$ cat config.mk
export PLATFORM = sky130hd
export DESIGN_NAME = wait_cycle_calc
export DESIGN_NICKNAME = d
export VERILOG_FILES = /design/src/rtl/wsc_pkg.sv /design/src/rtl/ext_wait_calc.sv /design/src/rtl/int_wait_calc.sv /design/src/rtl/idle_tracker.sv /design/src/rtl/wait_cycle_calc.sv
export SDC_FILE = /design/constraint.sdc
export NUM_CORES = 1
export LEC_CHECK = 0
export ABC_AREA = 0
export BUFFER_PORTS_ARGS = -buffer_cell sky130_fd_sc_hd__buf_2
export CAP_MARGIN = 5
export CORE_MARGIN = 3
export CORE_UTILIZATION = 46
export DETAILED_ROUTE_END_ITERATION = 7
export PLACE_DENSITY = 0.84
export SYNTH_ARGS = -nofsm -noshare
export SYNTH_HDL_FRONTEND = slang
export SYNTH_SLANG_ARGS = --single-unit
$ cat constraint.sdc
create_clock -name clk_i -period 6.8 [get_ports clk_i]
set_input_delay 1.02 -clock clk_i [delete_from_list [all_inputs] [get_ports clk_i]]
set_output_delay 1.02 -clock clk_i [all_outputs]
set_load 0.01 [all_outputs]
$ cat src/rtl/wsc_pkg.sv
package wsc_pkg;
  localparam int CYC_W = 6;

  typedef enum logic [1:0] {
    SZ_BYTE = 2'd0,
    SZ_HALF = 2'd1,
    SZ_WORD = 2'd2
  } size_e;

  // first-access cost from a 2-bit wait code
  function automatic logic [CYC_W-1:0] n_cost(input logic [1:0] code);
    case (code)
      2'd0:    n_cost = CYC_W'(5);
      2'd1:    n_cost = CYC_W'(4);
      2'd2:    n_cost = CYC_W'(3);
      default: n_cost = CYC_W'(9);
    endcase
  endfunction

  // long burst cost of a set when its burst bit is high
  function automatic logic [CYC_W-1:0] s_long(input int set);
    case (set)
      0:       s_long = CYC_W'(3);
      1:       s_long = CYC_W'(5);
      default: s_long = CYC_W'(9);
    endcase
  endfunction
endpackage

$ cat src/rtl/ext_wait_calc.sv
module ext_wait_calc
  import wsc_pkg::*;
#(
  parameter int SETS = 4,
  localparam int SEL_W = $clog2(SETS)
) (
  input  logic [SEL_W-1:0]  set_i,
  input  logic [1:0]        size_i,
  input  logic              seq_i,
  input  logic              page_i,
  input  logic              idle_flag_i,
  input  logic [2*SETS-1:0] nwait_i,
  input  logic [SETS-1:0]   swait_i,
  output logic [CYC_W-1:0]  cyc_o
);
  logic [CYC_W-1:0] n_tab [SETS];
  logic [CYC_W-1:0] s_tab [SETS];
  logic unused_sw_last;

  for (genvar k = 0; k < SETS; k++) begin : g_set
    assign n_tab[k] = n_cost(nwait_i[2*k +: 2]);
    if (k == SETS-1) begin : g_last
      // last set reuses its first-access cost for bursts
      assign s_tab[k] = n_tab[k];
    end else begin : g_norm
      assign s_tab[k] = swait_i[k] ? s_long(k) : CYC_W'(2);
    end
  end
  assign unused_sw_last = swait_i[SETS-1];

  logic [CYC_W-1:0] n_sel, s_sel;
  logic             is_seq, is_word;

  assign n_sel   = n_tab[set_i];
  assign s_sel   = s_tab[set_i];
  assign is_word = (size_i == SZ_WORD);
  assign is_seq  = seq_i && !page_i && !idle_flag_i;

  always_comb begin
    if (is_seq) cyc_o = is_word ? (s_sel << 1) : s_sel;
    else        cyc_o = is_word ? (n_sel + s_sel) : n_sel;
  end
endmodule

$ cat src/rtl/int_wait_calc.sv
module int_wait_calc
  import wsc_pkg::*;
#(
  parameter int RW_W = 4
) (
  input  logic [2:0]       region_i,
  input  logic [1:0]       size_i,
  input  logic [RW_W-1:0]  ram_wait_i,
  output logic [CYC_W-1:0] cyc_o
);
  localparam int RW_MAX = (1 << RW_W) - 1;

  logic [CYC_W-1:0] base;
  logic             wide16;

  always_comb begin
    base   = CYC_W'(1);
    wide16 = 1'b0;
    case (region_i)
      3'd2: begin
        base   = CYC_W'(1 + RW_MAX) - CYC_W'(ram_wait_i);
        wide16 = 1'b1;
      end
      3'd5, 3'd6: wide16 = 1'b1;
      default: ;
    endcase
    cyc_o = (wide16 && size_i == SZ_WORD) ? (base << 1) : base;
  end
endmodule

$ cat src/rtl/idle_tracker.sv
module idle_tracker (
  input  logic clk_i,
  input  logic rst_ni,
  input  logic idle_i,
  input  logic ext_i,
  input  logic acc_i,
  output logic flag_o
);
  logic flag_q;

  always_ff @(posedge clk_i or negedge rst_ni) begin
    if (!rst_ni)             flag_q <= 1'b0;
    else if (acc_i)          flag_q <= 1'b0;  // access wins over idle
    else if (idle_i && ext_i) flag_q <= 1'b1;
  end
  assign flag_o = flag_q;

  p_clear_r10: assert property (@(posedge clk_i) disable iff (!rst_ni)
    acc_i |=> !flag_o);
  p_set_r9: assert property (@(posedge clk_i) disable iff (!rst_ni)
    (idle_i && ext_i && !acc_i) |=> flag_o);
  p_hold_r9: assert property (@(posedge clk_i) disable iff (!rst_ni)
    (!acc_i && !(idle_i && ext_i)) |=> $stable(flag_o));
endmodule

$ cat src/rtl/wait_cycle_calc.sv
module wait_cycle_calc
  import wsc_pkg::*;
#(
  parameter int SETS = 4,
  parameter int RW_W = 4
) (
  input  logic                clk_i,
  input  logic                rst_ni,
  input  logic [27:0]         addr_i,
  input  logic [1:0]          size_i,
  input  logic                seq_i,
  input  logic                acc_i,
  input  logic                idle_i,
  input  logic [2*SETS-1:0]   nwait_i,
  input  logic [SETS-1:0]     swait_i,
  input  logic [RW_W-1:0]     ram_wait_i,
  output logic [CYC_W-1:0]    cycles_o,
  output logic                idle_flag_o
);
  logic             is_ext, page;
  logic [2:0]       region;
  logic [CYC_W-1:0] ext_cyc, int_cyc;
  logic             unused_addr;

  assign is_ext      = addr_i[27];
  assign region      = addr_i[26:24];
  assign page        = (addr_i[16:1] == '0);
  assign unused_addr = ^{addr_i[23:17], addr_i[0]};

  idle_tracker u_idle (
    .clk_i  (clk_i),
    .rst_ni (rst_ni),
    .idle_i (idle_i),
    .ext_i  (is_ext),
    .acc_i  (acc_i),
    .flag_o (idle_flag_o)
  );

  ext_wait_calc #(.SETS(SETS)) u_ext (
    .set_i       (addr_i[26:25]),
    .size_i      (size_i),
    .seq_i       (seq_i),
    .page_i      (page),
    .idle_flag_i (idle_flag_o),
    .nwait_i     (nwait_i),
    .swait_i     (swait_i),
    .cyc_o       (ext_cyc)
  );

  int_wait_calc #(.RW_W(RW_W)) u_int (
    .region_i   (region),
    .size_i     (size_i),
    .ram_wait_i (ram_wait_i),
    .cyc_o      (int_cyc)
  );

  assign cycles_o = is_ext ? ext_cyc : int_cyc;

  p_int_flat_r8: assert property (@(posedge clk_i) disable iff (!rst_ni)
    (!addr_i[27] && !(addr_i[26:24] inside {3'd2, 3'd5, 3'd6})) |-> cycles_o == 1);
  p_ext_floor_r1: assert property (@(posedge clk_i) disable iff (!rst_ni)
    addr_i[27] |-> cycles_o >= 2);
  p_ram_even_r7: assert property (@(posedge clk_i) disable iff (!rst_ni)
    (!addr_i[27] && addr_i[26:24] == 3'd2 && size_i == 2'd2) |-> !cycles_o[0]);
endmodule

# After elaboration in Yosys (flattened, before gate mapping)

Index checks and enable logic that the tools add are counted.

Register bits: 1
Bits of input ports: 51
Output and inout bits: 7
Logic and storage cells: 52

Add/sub/neg operators: 2
Magnitude comparators: 1
Eq/ne operators: 12
Multiplexer cells: 22
Bitwise gates (word level): 1
Reduce and logical (&&, ||, !) cells: 13

Operator list:

| cell                                                     | number |
|---|---|
| two-way mux 6 bit                                        | 10 |
| one-hot mux 4 bit (3 select lines)                       | 4 |
| binary-select mux 6 bit (select 2 bit)                   | 2 |
| zero test 16 bit                                         | 1 |
| equality test 2 bit, second input constant               | 5 |
| equality test 2 x 1 -> 1 bit, second input constant      | 4 |
| zero test 2 bit                                          | 4 |
| adder 6 bit                                              | 1 |
| equality test 3 bit, second input constant               | 2 |
| subtractor 5 x 4 -> 6 bit, first input constant          | 1 |
| logical AND 1 bit                                        | 4 |
| two-way mux 1 bit                                        | 4 |
| two-way mux 4 bit                                        | 1 |
| equality test 3 x 2 -> 1 bit, second input constant      | 1 |
| greater-or-equal comparator 3 bit, second input constant | 1 |
| two-way mux 3 bit                                        | 1 |
| inverter 2 -> 3 bit                                      | 1 |
| OR reduction 3 bit                                       | 1 |
| zero test 1 bit                                          | 2 |
| nonzero test 2 bit                                       | 1 |

# Logic depth before layout (Yosys ltp)

Gate-level depths: netlist of the first run.

Depth after elaboration: 9
Gate-level depth with buffers: 11
Depth with buffers taken out: 10

# Cells and area by module

A second synthesis of the first run with hierarchy kept.

Cells, all modules: 118
Area total of the unflattened synthesis: 919.6 um2

Modules (own cells, without submodules):

| module          | instances | cells each | area an instance (um2) | seq. area each (um2) |
|---|---|---|---|---|
| ext_wait_calc   | 1         | 76         | 570.5                  | 0.0 |
| int_wait_calc   | 1         | 27         | 202.7                  | 0.0 |
| wait_cycle_calc | 1         | 12         | 112.6                  | 0.0 |
| idle_tracker    | 1         | 3          | 33.8                   | 25.0 |

# Worst setup path before layout of the first run

Ideal clock, no wire load.

Path type: in2out
Start: input port addr_i[25]
End: output port cycles_o[4]
Arrival time: 2.934 ns
Data required time: 5.780 ns
Setup slack: 2.846 ns
Stages: 8
Path buffers: 1
Path through: buf_6 mux4_2 ha_1 fa_1 a21o_1 a211o_1 nand4_1 o21ai_1

Word-level cells in the longest chain between the ends: 8
Elaborated cells between the ends (all ways): 20
Classes of those cells: 1 x add/sub; 3 x eq/ne; 13 x mux; 1 x bitwise; 2 x reduce/logical

Ends and longest elaborated chain:

| element                                                          | RTL line                                 | source |
|---|---|---|
| start, declared                                                  | wait_cycle_calc.sv:9                     | `input logic [27:0] addr_i,` |
| inverter 2 -> 3 bit (implied by the code)                        | ext_wait_calc.sv:34, ext_wait_calc.sv:35 |  |
| binary-select mux 6 bit (select 2 bit), on equally long branches | ext_wait_calc.sv:34, ext_wait_calc.sv:35 |  |
| two-way mux 6 bit, on equally long branches (2 in a row)         | ext_wait_calc.sv:34, ext_wait_calc.sv:35 |  |
| adder 6 bit                                                      | ext_wait_calc.sv:41                      | `else cyc_o = is_word ? (n_sel + s_sel) : n_sel;` |
| two-way mux 6 bit                                                | ext_wait_calc.sv:41                      |  |
| two-way mux 6 bit                                                | ext_wait_calc.sv:40                      | `if (is_seq) cyc_o = is_word ? (s_sel << 1) : s_sel;` |
| two-way mux 6 bit *                                              | wait_cycle_calc.sv:57                    | `assign cycles_o = is_ext ? ext_cyc : int_cyc;` |
| end, declared                                                    | wait_cycle_calc.sv:17                    | `output logic [CYC_W-1:0] cycles_o,` |

Mark *: on every way between the ends. The rest lies on a longest branch, timed or not. The select of a mux whose other input is x is not followed.

# Worst setup path in the final report of the first run

Ends and elaborated chain as after synthesis.

==> impl_metrics.yaml, run 1 <==
floorplan:
  io_pins: 58
  die_area_sq_um: 2570
  core.rowCount: 15
  die_x_um: 50.7
  core_sq_um: 1800
  start_util_pct: 51.1
  die_h_um: 50.7
power:
  power.density_nw_per_um2: 74.8
  p_leak_nw: 0.539
  vdd_drop_max_mv: 0.0387
sta:
  tightestPinTransition_ns: 0.417
  holdWs_ns: 0.509
  skew_ns: 0
  drv_slew: 0
  final-hold-violation-count: 0
  fmaxAchievable_mhz: 225
  slew_headroom_pct: 72.2
  setup_violations: 0
  finalSetupTns_ns: 0
  fin_crit_sh_pct: 65.4
  rsz0062_at_grt: "no"
  period_minus_slack_ns: 4.45
routing:
  num_vias: 953
  dr.pass1.iters: 4
  drt_iter0_drc: 10
  drc_errors: 0
  routed_wl_mm: 2.37
  vias_per_cell: 5.57
  wl_per_cell_um: 13.8
  ant_nets: 0
global_route:
  grt_overflow: 0
  grt_start_max_net_pins: 20
  grt_pass1_vias: 867
  grt_pass1_wl_mm: 3.70
  track_usage_pct: 17.8
  antenna_found_initial: 0
setup_path:
  critPathMaxFanout: 19
  endpoint_kind: "output pin"
  ff2ff_setup_slack_ns: 6.13
  cp_cell_sequence: "buf_2, mux4_2, ha_1, fa_1, a21o_1, a211o_1, nand4_1, o21ai_1, buf_2"
  worst_ep_arrival_time_ns: 3.43
  slowest_delay_ns: 0.60
  path_common_cell: "buf_2"
  start_kind: "primary input"
  slowest_stage: "mux4_2"
  critPathKind: "in -> out"
  cp.required_ns: 5.78
synthesis:
  syn_avg_cell_area_sq_um: 8.85
  synth_cell_types: 47
  synth_nets: 161
  synth_top_area_share_pct: 9.24
  yosys-top-cells-area: "nor4_4 (9.2%), ha_1 (6.8%), mux2i_1 (5.4%)"
  syn_inst: 104
  synth_ff_type: "dfrtp_1"
  synth_edf_count: 0
  ys_seq_elements: 1
  syn_area_sq_um: 921
  synthArstFlopShare_pct: 100
  synth_largest_area_cell: "nor4_4"
  ys_seq_area_share_pct: 2.72
  ys_warn_count: 0
final_layout:
  final_common_cell: "buf_2"
  largest_reg_flops: 1
  fillCellCount: 175
  num-nets-final: 205
  post-route-cell-area_sq_um: 1140
  utilization_pct: 63.2
  antenna_cells: 0
  synthToLayoutAreaGrowth_pct: 23.6
  layout_common_cells: "buf_2 (48), inv_1 (8), a21oi_1 (6), nand2_1 (6)"
  drive_above_1_share_pct: 43.2
cts:
  postCtsResizedCells: 0
  clk_latency_ns: 0
  path_clk_slew_ns: 0
  cts_setup_buffers: 0
  holdBufCountCts: 0
placement:
  hpwl_mm: 2.11
  io_buffers: 48
  gp_congestion: 0.790
  placed_area_sq_um: 1140
flow_run:
  cap_violations: 0
min_path:
  holdCritPathClass: "reg -> reg"
run_status:
  status: "finished clean"
critical path: cells and delay by family:
family	cells	cell delay, ns
compound gates	3	0.57
fa+ha+maj	2	0.65
mux	1	0.60
simple gates	1	0.11
buf+inv	2	0.47
synth_stat cells, types with 2 or more instances:
| master | instances |
|---|---|
| a211o_1 | 3 |
| a21o_1 | 2 |
| a21oi_1 | 6 |
| a32o_1 | 2 |
| buf_6 | 4 |
| ha_1 | 5 |
| inv_1 | 8 |
| mux2i_1 | 5 |
| mux4_2 | 2 |
| nand2_1 | 6 |
| nand2b_1 | 5 |
| nand3_1 | 2 |
| nand3b_1 | 2 |
| nand4_1 | 2 |
| nor2_1 | 5 |
| nor2b_1 | 3 |
| nor3b_1 | 3 |
| nor4_4 | 4 |
| o211ai_1 | 3 |
| o21a_1 | 2 |
| o21ai_1 | 2 |
| xnor2_1 | 3 |
per-stage QoR:
step           cells  setup WS (ns)  power [mW]
4_1_cts          171           2.36      0.0858
3_5_place_dp     171           2.36      0.0854
5_1_grt          171           2.25      0.0934
3_3_place_gp     171           2.43      0.0808
2_1_floorplan    104           2.85      0.0592
6_report         171           2.35      0.0852
routing by layer:
metal  part of all wire, %  global-route usage, %  routed length [um]
met5                     0                      0                   0
met3                   3.2                  0.593                  76
met2                    58                   37.6                1360
met4                  0.42                  0.897                  10
met1                    39                   20.0                 918
cells by family (layout without fill, tap and decap cells):
logic type | Yosys count | count (layout) | share of synthesized area, %
compound gates | 29 | 29 | 26.8
xor+xnor | 4 | 4 | 3.81
fa+ha+maj | 6 | 6 | 8.97
buf+inv | 14 | 56 | 9.10
flops | 1 | 1 | 2.72
mux | 10 | 10 | 15.2
simple gates | 40 | 40 | 33.4
path summary, 6_finish.rpt:
| check | from | to | cells past startpoint |
|---|---|---|---|
| worst min-delay path | u_idle.flag_o$_DFFE_PN0P_ | u_idle.flag_o$_DFFE_PN0P_ | 2 |
| min in group asynchronous | rst_ni | u_idle.flag_o$_DFFE_PN0P_ | 1 |
| max in group asynchronous | rst_ni | u_idle.flag_o$_DFFE_PN0P_ | 1 |
| worst min register to register | u_idle.flag_o$_DFFE_PN0P_ | u_idle.flag_o$_DFFE_PN0P_ | 2 |
| worst max-delay path | addr_i[25] | cycles_o[4] | 9 |
| worst max register to register | u_idle.flag_o$_DFFE_PN0P_ | u_idle.flag_o$_DFFE_PN0P_ | 2 |
final cells by class:
type / instances / area [sq um] / share of cell area [%]
flip-flops and latches: 1 / 25.0 / 2.20
inverters: 8 / 30.0 / 2.64
multi-input cells: 89 / 812 / 71.3
repair buffers: 48 / 240 / 21.1
well taps: 25 / 31.3 / 2.75
power breakdown:
part           internal (mW)  switching, mW
registers            0.00645       0.000243
clock network              0              0
logic                 0.0379         0.0406
total                 0.0444         0.0408
Power figures use the tool's default switching activity.
==> run 2, diff against run 1 <==
--- a/config.mk
+++ b/config.mk
@@ -5,13 +5,13 @@
 export SDC_FILE = /design/constraint.sdc
 export NUM_CORES = 1
 export LEC_CHECK = 0
-export ABC_AREA = 0
+export ABC_AREA = 1
 export BUFFER_PORTS_ARGS = -buffer_cell sky130_fd_sc_hd__buf_2
 export CAP_MARGIN = 5
 export CORE_MARGIN = 3
-export CORE_UTILIZATION = 46
+export CORE_UTILIZATION = 42
 export DETAILED_ROUTE_END_ITERATION = 7
-export PLACE_DENSITY = 0.84
+export PLACE_DENSITY = 0.78
 export SYNTH_ARGS = -nofsm -noshare
 export SYNTH_HDL_FRONTEND = slang
 export SYNTH_SLANG_ARGS = --single-unit
==> constraint.sdc (replaced) <==
create_clock -name clk_i -period 4.6 [get_ports clk_i]
set_input_delay 0.69 -clock clk_i [delete_from_list [all_inputs] [get_ports clk_i]]
set_output_delay 0.69 -clock clk_i [all_outputs]
set_load 0.01 [all_outputs]
==> run 2 against run 1 <==
Compared with the run above: sequential power up 49%; synthesized area fell by 3.3%; first-iteration DRC count increased to 3.5 times the previous value; synthesized cell count up 75%; critical path depth rose by 5; power is 42% higher; hold slack worse by 0.043 ns; critical path type unchanged; critical endpoint is now cycles_o[1].
==> impl_metrics.yaml, run 2 <==
final_layout:
  final-seq-area_sq_um: 25.0
  utilization_pct: 58.0
  num-nets-final: 287
  final_common_cell: "nand2_1"
  antenna_cells: 0
  synthToLayoutAreaGrowth_pct: 29.1
  drive_above_1_share_pct: 26.8
  layout_common_cells: "nand2_1 (68), buf_2 (48), nand3_1 (30), inv_1 (24), nor2_1 (23)"
  multi_input_area_sq_um: 742
  fillCellCount: 209
  largest_reg_flops: 1
sta:
  slew_headroom_pct: 72.7
  fmaxAchievable_mhz: 296
  setup_violations: 0
  tightestPinTransition_ns: 0.406
  worst_slack_ns: 1.22
  skew_ns: 0
  drv_slew: 0
  rsz0062_at_grt: "no"
  finalSetupTns_ns: 0
  final-hold-violation-count: 0
  period_minus_slack_ns: 3.38
  fin_crit_sh_pct: 73.4
  holdWs_ns: 0.466
setup_path:
  start_kind: "primary input"
  worst_ep_arrival_time_ns: 2.69
  rr_worst_depth: 2
  ff2ff_setup_slack_ns: 3.94
  slowest_delay_ns: 0.42
  cp_num_buf_inv: 4
  path_common_cell: "nand2_1"
  timing.rr.end: "u_idle.flag_o$_DFFE_PN0P_"
  slowest_stage: "fa_1"
  cp_cell_sequence: "buf_2, inv_2, nand2_1, nand3_1, nand2_1, inv_1, ha_1, fa_1, or2_2, nand3_1, nand2_1, nand2_1, nand2_1, buf_2"
  critPathKind: "in -> out"
  crit_family: "simple AND/OR/NAND/NOR gates"
  cp.required_ns: 3.91
  r2r_start: "u_idle.flag_o$_DFFE_PN0P_"
  critPathMaxFanout: 13
  endpoint_kind: "output pin"
routing:
  drt_iter0_drc: 35
  num_vias: 1172
  routed_wl_mm: 2.20
  wl_per_cell_um: 8.64
  ant_nets: 0
  dr.pass1.iters: 4
  drc_errors: 0
  vias_per_cell: 4.60
cts:
  postCtsResizedCells: 0
  holdBufCountCts: 0
  cts_setup_buffers: 0
  clk_latency_ns: 0
  path_clk_slew_ns: 0
power:
  power.density_nw_per_um2: 105
  p_leak_nw: 0.721
  vdd_drop_max_mv: 0.0672
  p_total_mw: 0.121
synthesis:
  syn_inst: 182
  syn_avg_cell_area_sq_um: 4.89
  netlist_top_cells_count: "nand2_1 (68), nand3_1 (30), inv_1 (24)"
  synth_top_area_share_pct: 28.7
  ys_seq_area_share_pct: 2.81
  synthArstFlopShare_pct: 100
  syn_area_sq_um: 891
  synth_edf_count: 0
  synth_cell_types: 23
  ys_warn_count: 0
  yosys-top-cells-area: "nand2_1 (29%), nand3_1 (17%), inv_1 (10%)"
  synth_ff_type: "dfrtp_1"
  synth_nets: 239
  yosysMostFrequentCell: "nand2_1"
  ys_seq_elements: 1
  synth_largest_area_cell: "nand2_1"
flow_run:
  cap_violations: 0
placement:
  io_buffers: 48
  pre_cts_slack_ns: 1.21
  hpwl_mm: 1.95
  gp_congestion: 0.839
floorplan:
  start_util_pct: 44.9
  die_x_um: 52.1
  die_h_um: 52.1
  io_pins: 58
  core_sq_um: 1980
  core.rowCount: 16
  die_area_sq_um: 2710
global_route:
  grt_pass1_vias: 892
  antenna_found_initial: 0
  track_usage_pct: 16.0
  grt_overflow: 0
  grt_start_max_net_pins: 14
  grt_pass1_wl_mm: 3.53
run_status:
  status: "finished clean"
min_path:
  holdCritPathClass: "in -> async"
-- run 2: cell types whose count changed after synthesis, sizes merged, moves of 3 or more --
cell    previous run  this run
inv                8        29
nor2               6        25
or2                0         3
nand2              6        69
nor2b              4         0
nor4               4         0
nand3              2        31
a211o              4         0
nand2b             6         0
buf                5         2
mux2i              6         0
-- run 2: final cells by class --
cell class	instances	area share, %
Multi-Input combinational cell	150	64.5
Timing Repair Buffer	48	20.9
Inverter	29	9.47
Tap cell	27	2.94
Sequential cell	1	2.18
-- run 2: per-stage QoR --
| step | cells | area, sq um |
|---|---|---|
| floorplan | 182 | 891 |
| global placement | 255 | 1150 |
| detailed placement | 255 | 1150 |
| CTS | 255 | 1150 |
| global route | 255 | 1150 |
| finish | 255 | 1150 |
-- run 2: power by group --
| group | switching, mW | total, mW | leakage [nW] | internal [mW] |
|---|---|---|---|---|
| registers | 0.000425 | 0.00996 | 0.0131 | 0.00953 |
| clock network | 0 | 0 | 0 | 0 |
| logic | 0.0630 | 0.111 | 0.708 | 0.0477 |
| total | 0.0634 | 0.121 | 0.721 | 0.0572 |
-- run 2: kinds of logic after synthesis --
kind of cell / after synthesis / synth area share, %
AND/OR/NAND/NOR: 131 / 63.9
adder cells (fa/ha/maj): 6 / 9.27
flip-flops: 1 / 2.81
AO/OA/AOI/OAI: 12 / 9.13
buffers and inverters: 31 / 13.9
XOR/XNOR: 1 / 0.983
-- run 2: worst reg2reg max path: stages, from the launching register on --
cell and delay (ns):
dfrtp_1 0.37, a21oi_1 0.12, nor2_1 0.05
-- run 2: worst max path at each step --
stage                     startpoint          end  slack (ns)  cells past startpoint
after floorplan           addr_i[25]  cycles_o[1]        1.59                     12
after global placement    addr_i[25]  cycles_o[1]        1.24                     14
after detailed placement  addr_i[25]  cycles_o[1]        1.21                     14
after CTS                 addr_i[25]  cycles_o[1]        1.21                     14
after global routing      addr_i[26]  cycles_o[1]        1.03                     11
final                     addr_i[25]  cycles_o[1]        1.22                     14
-- run 2: per-layer routing --
metal	wire length, um	up-vias	global-route usage, %	part of all wire (%)
li1	-	663	-	-
met1	1090	491	24.3	49
met2	1050	18	26.6	48
met3	58	0	0	2.6
met4	0	0	0	0
met5	0	-	0	0
==> run 3, diff against run 2 <==
==> constraint.sdc (replaced) <==
create_clock -name clk_i -period 3.3 [get_ports clk_i]
set_input_delay 0.495 -clock clk_i [delete_from_list [all_inputs] [get_ports clk_i]]
set_output_delay 0.495 -clock clk_i [all_outputs]
set_load 0.01 [all_outputs]
==> run 3 against run 2 <==
Compared with the run above: utilization did not move; wire length shrank 3.4%; worst setup slack worse by 0.90 ns; critical path type unchanged.
==> impl_metrics.yaml, run 3 (synthesis results as in run 2) <==
routing:
  routed_wl_mm: 2.13
  wl_per_cell_um: 8.34
  dr.pass1.iters: 4
  num_vias: 1190
  drt_iter0_drc: 12
  vias_per_cell: 4.67
  drc_errors: 0
  ant_nets: 0
power:
  netSwitchingFraction_pct: 52.3
  power_frac_comb_pct: 91.7
  p_int_mw: 0.0797
  power.density_nw_per_um2: 145
  pwr-share-seq_pct: 8.3
  p_clk_share_pct: 0
  vdd_drop_max_mv: 0.0856
  switchingPower_mw: 0.0873
  p_leak_nw: 0.721
sta:
  fin_crit_sh_pct: 90.3
  fmaxAchievable_mhz: 336
  holdWs_ns: 0.270
  finalSetupTns_ns: 0
  final-hold-violation-count: 0
  setup_violations: 0
  skew_ns: 0
  tightestPinTransition_ns: 0.438
  drv_slew: 0
  slew_headroom_pct: 70.5
  rsz0062_at_grt: "no"
  period_minus_slack_ns: 2.98
global_route:
  grtUsageMet3_pct: 0.287
  grt_pass1_wl_mm: 3.52
  gr-usage-met1_pct: 22.7
  grt_overflow: 0
  track_usage_pct: 15.7
  grt_start_max_net_pins: 14
  grt_pass1_vias: 904
  antenna_found_initial: 0
  busiest_layer: "met2"
  grtUsageMet2_pct: 27.0
floorplan:
  die_area_sq_um: 2710
  die_x_um: 52.1
  start_util_pct: 44.9
  die_h_um: 52.1
  core.rowCount: 16
  core_sq_um: 1980
  io_pins: 58
cts:
  holdBufCountCts: 0
  cts_setup_buffers: 0
  clk_latency_ns: 0
  postCtsResizedCells: 0
  path_clk_slew_ns: 0
placement:
  hpwl_mm: 1.94
  io_buffers: 48
  gp_congestion: 0.834
setup_path:
  endpoint_kind: "output pin"
  critPathMaxFanout: 13
  path_common_cell: "nand2_1"
  crit_family: "simple AND/OR/NAND/NOR gates"
  cp_num_buf_inv: 4
  cp_cell_sequence: "buf_2, inv_2, nand2_1, nand3_1, nand2_1, inv_1, ha_1, fa_1, or2_2, nand3_1, nand2_1, nand2_1, nand2_1, buf_2"
  worst_ep_arrival_time_ns: 2.49
  critPathKind: "in -> out"
  cp.required_ns: 2.80
  slowest_stage: "fa_1"
  start_kind: "primary input"
  slowest_delay_ns: 0.42
final_layout:
  layout_common_cells: "nand2_1 (68), buf_2 (48), nand3_1 (30), inv_1 (24), nor2_1 (23)"
  drive_above_1_share_pct: 26.8
  synthToLayoutAreaGrowth_pct: 29.1
  largest_reg_flops: 1
  final_common_cell: "nand2_1"
  antenna_cells: 0
  num-nets-final: 287
  fillCellCount: 229
flow_run:
  cap_violations: 0
min_path:
  holdCritPathClass: "in -> async"
run_status:
  status: "finished clean"
run 3: layout make-up:
type                       count  area [sq um]  share of cell area (%)
multi-input combinational    150           742                    64.5
timing repair buffer          48           240                    20.9
inverter                      29           109                    9.47
sequential                     1          25.0                    2.18
tap                           27          33.8                    2.94
run 3: through the flow:
step                      setup slack [ns]  utilization, %  power, mW  cells  area (sq um)
after detailed placement             0.322            58.0      0.168    255          1150
final                                0.320            58.0      0.167    255          1150
after floorplan                      0.681               -      0.118    182           891
after global routing                 0.143            58.0      0.191    255          1150
after global placement               0.333            58.0      0.166    255          1150
after CTS                            0.320            58.0      0.169    255          1150
run 3: worst paths after layout:
| check | slack (ns) | end | cells past startpoint | from |
|---|---|---|---|---|
| max | 0.32 | cycles_o[1] | 14 | addr_i[25] |
| min | 0.27 | u_idle.flag_o$_DFFE_PN0P_ | 1 | rst_ni |
| max reg2reg | 2.62 | u_idle.flag_o$_DFFE_PN0P_ | 2 | u_idle.flag_o$_DFFE_PN0P_ |
| min reg2reg | 0.52 | u_idle.flag_o$_DFFE_PN0P_ | 2 | u_idle.flag_o$_DFFE_PN0P_ |
| max in group asynchronous | 2.95 | u_idle.flag_o$_DFFE_PN0P_ | 1 | rst_ni |
| min in group clk_i | 0.52 | u_idle.flag_o$_DFFE_PN0P_ | 2 | u_idle.flag_o$_DFFE_PN0P_ |
run 3: power by group through the flow:
stage          sequential (mW)  clock, mW  combinational [mW]
2_1_floorplan           0.0142          0               0.104
3_3_place_gp            0.0139          0               0.152
3_5_place_dp            0.0139          0               0.154
4_1_cts                 0.0139          0               0.155
5_1_grt                 0.0140          0               0.177
6_report                0.0139          0               0.153
run 3: layer usage:
layer | part of all wire [%] | vias to the layer above
li1 | - | 668
met4 | 0 | 0
met5 | 0 | -
met3 | 4.5 | 0
met1 | 47 | 498
met2 | 48 | 24
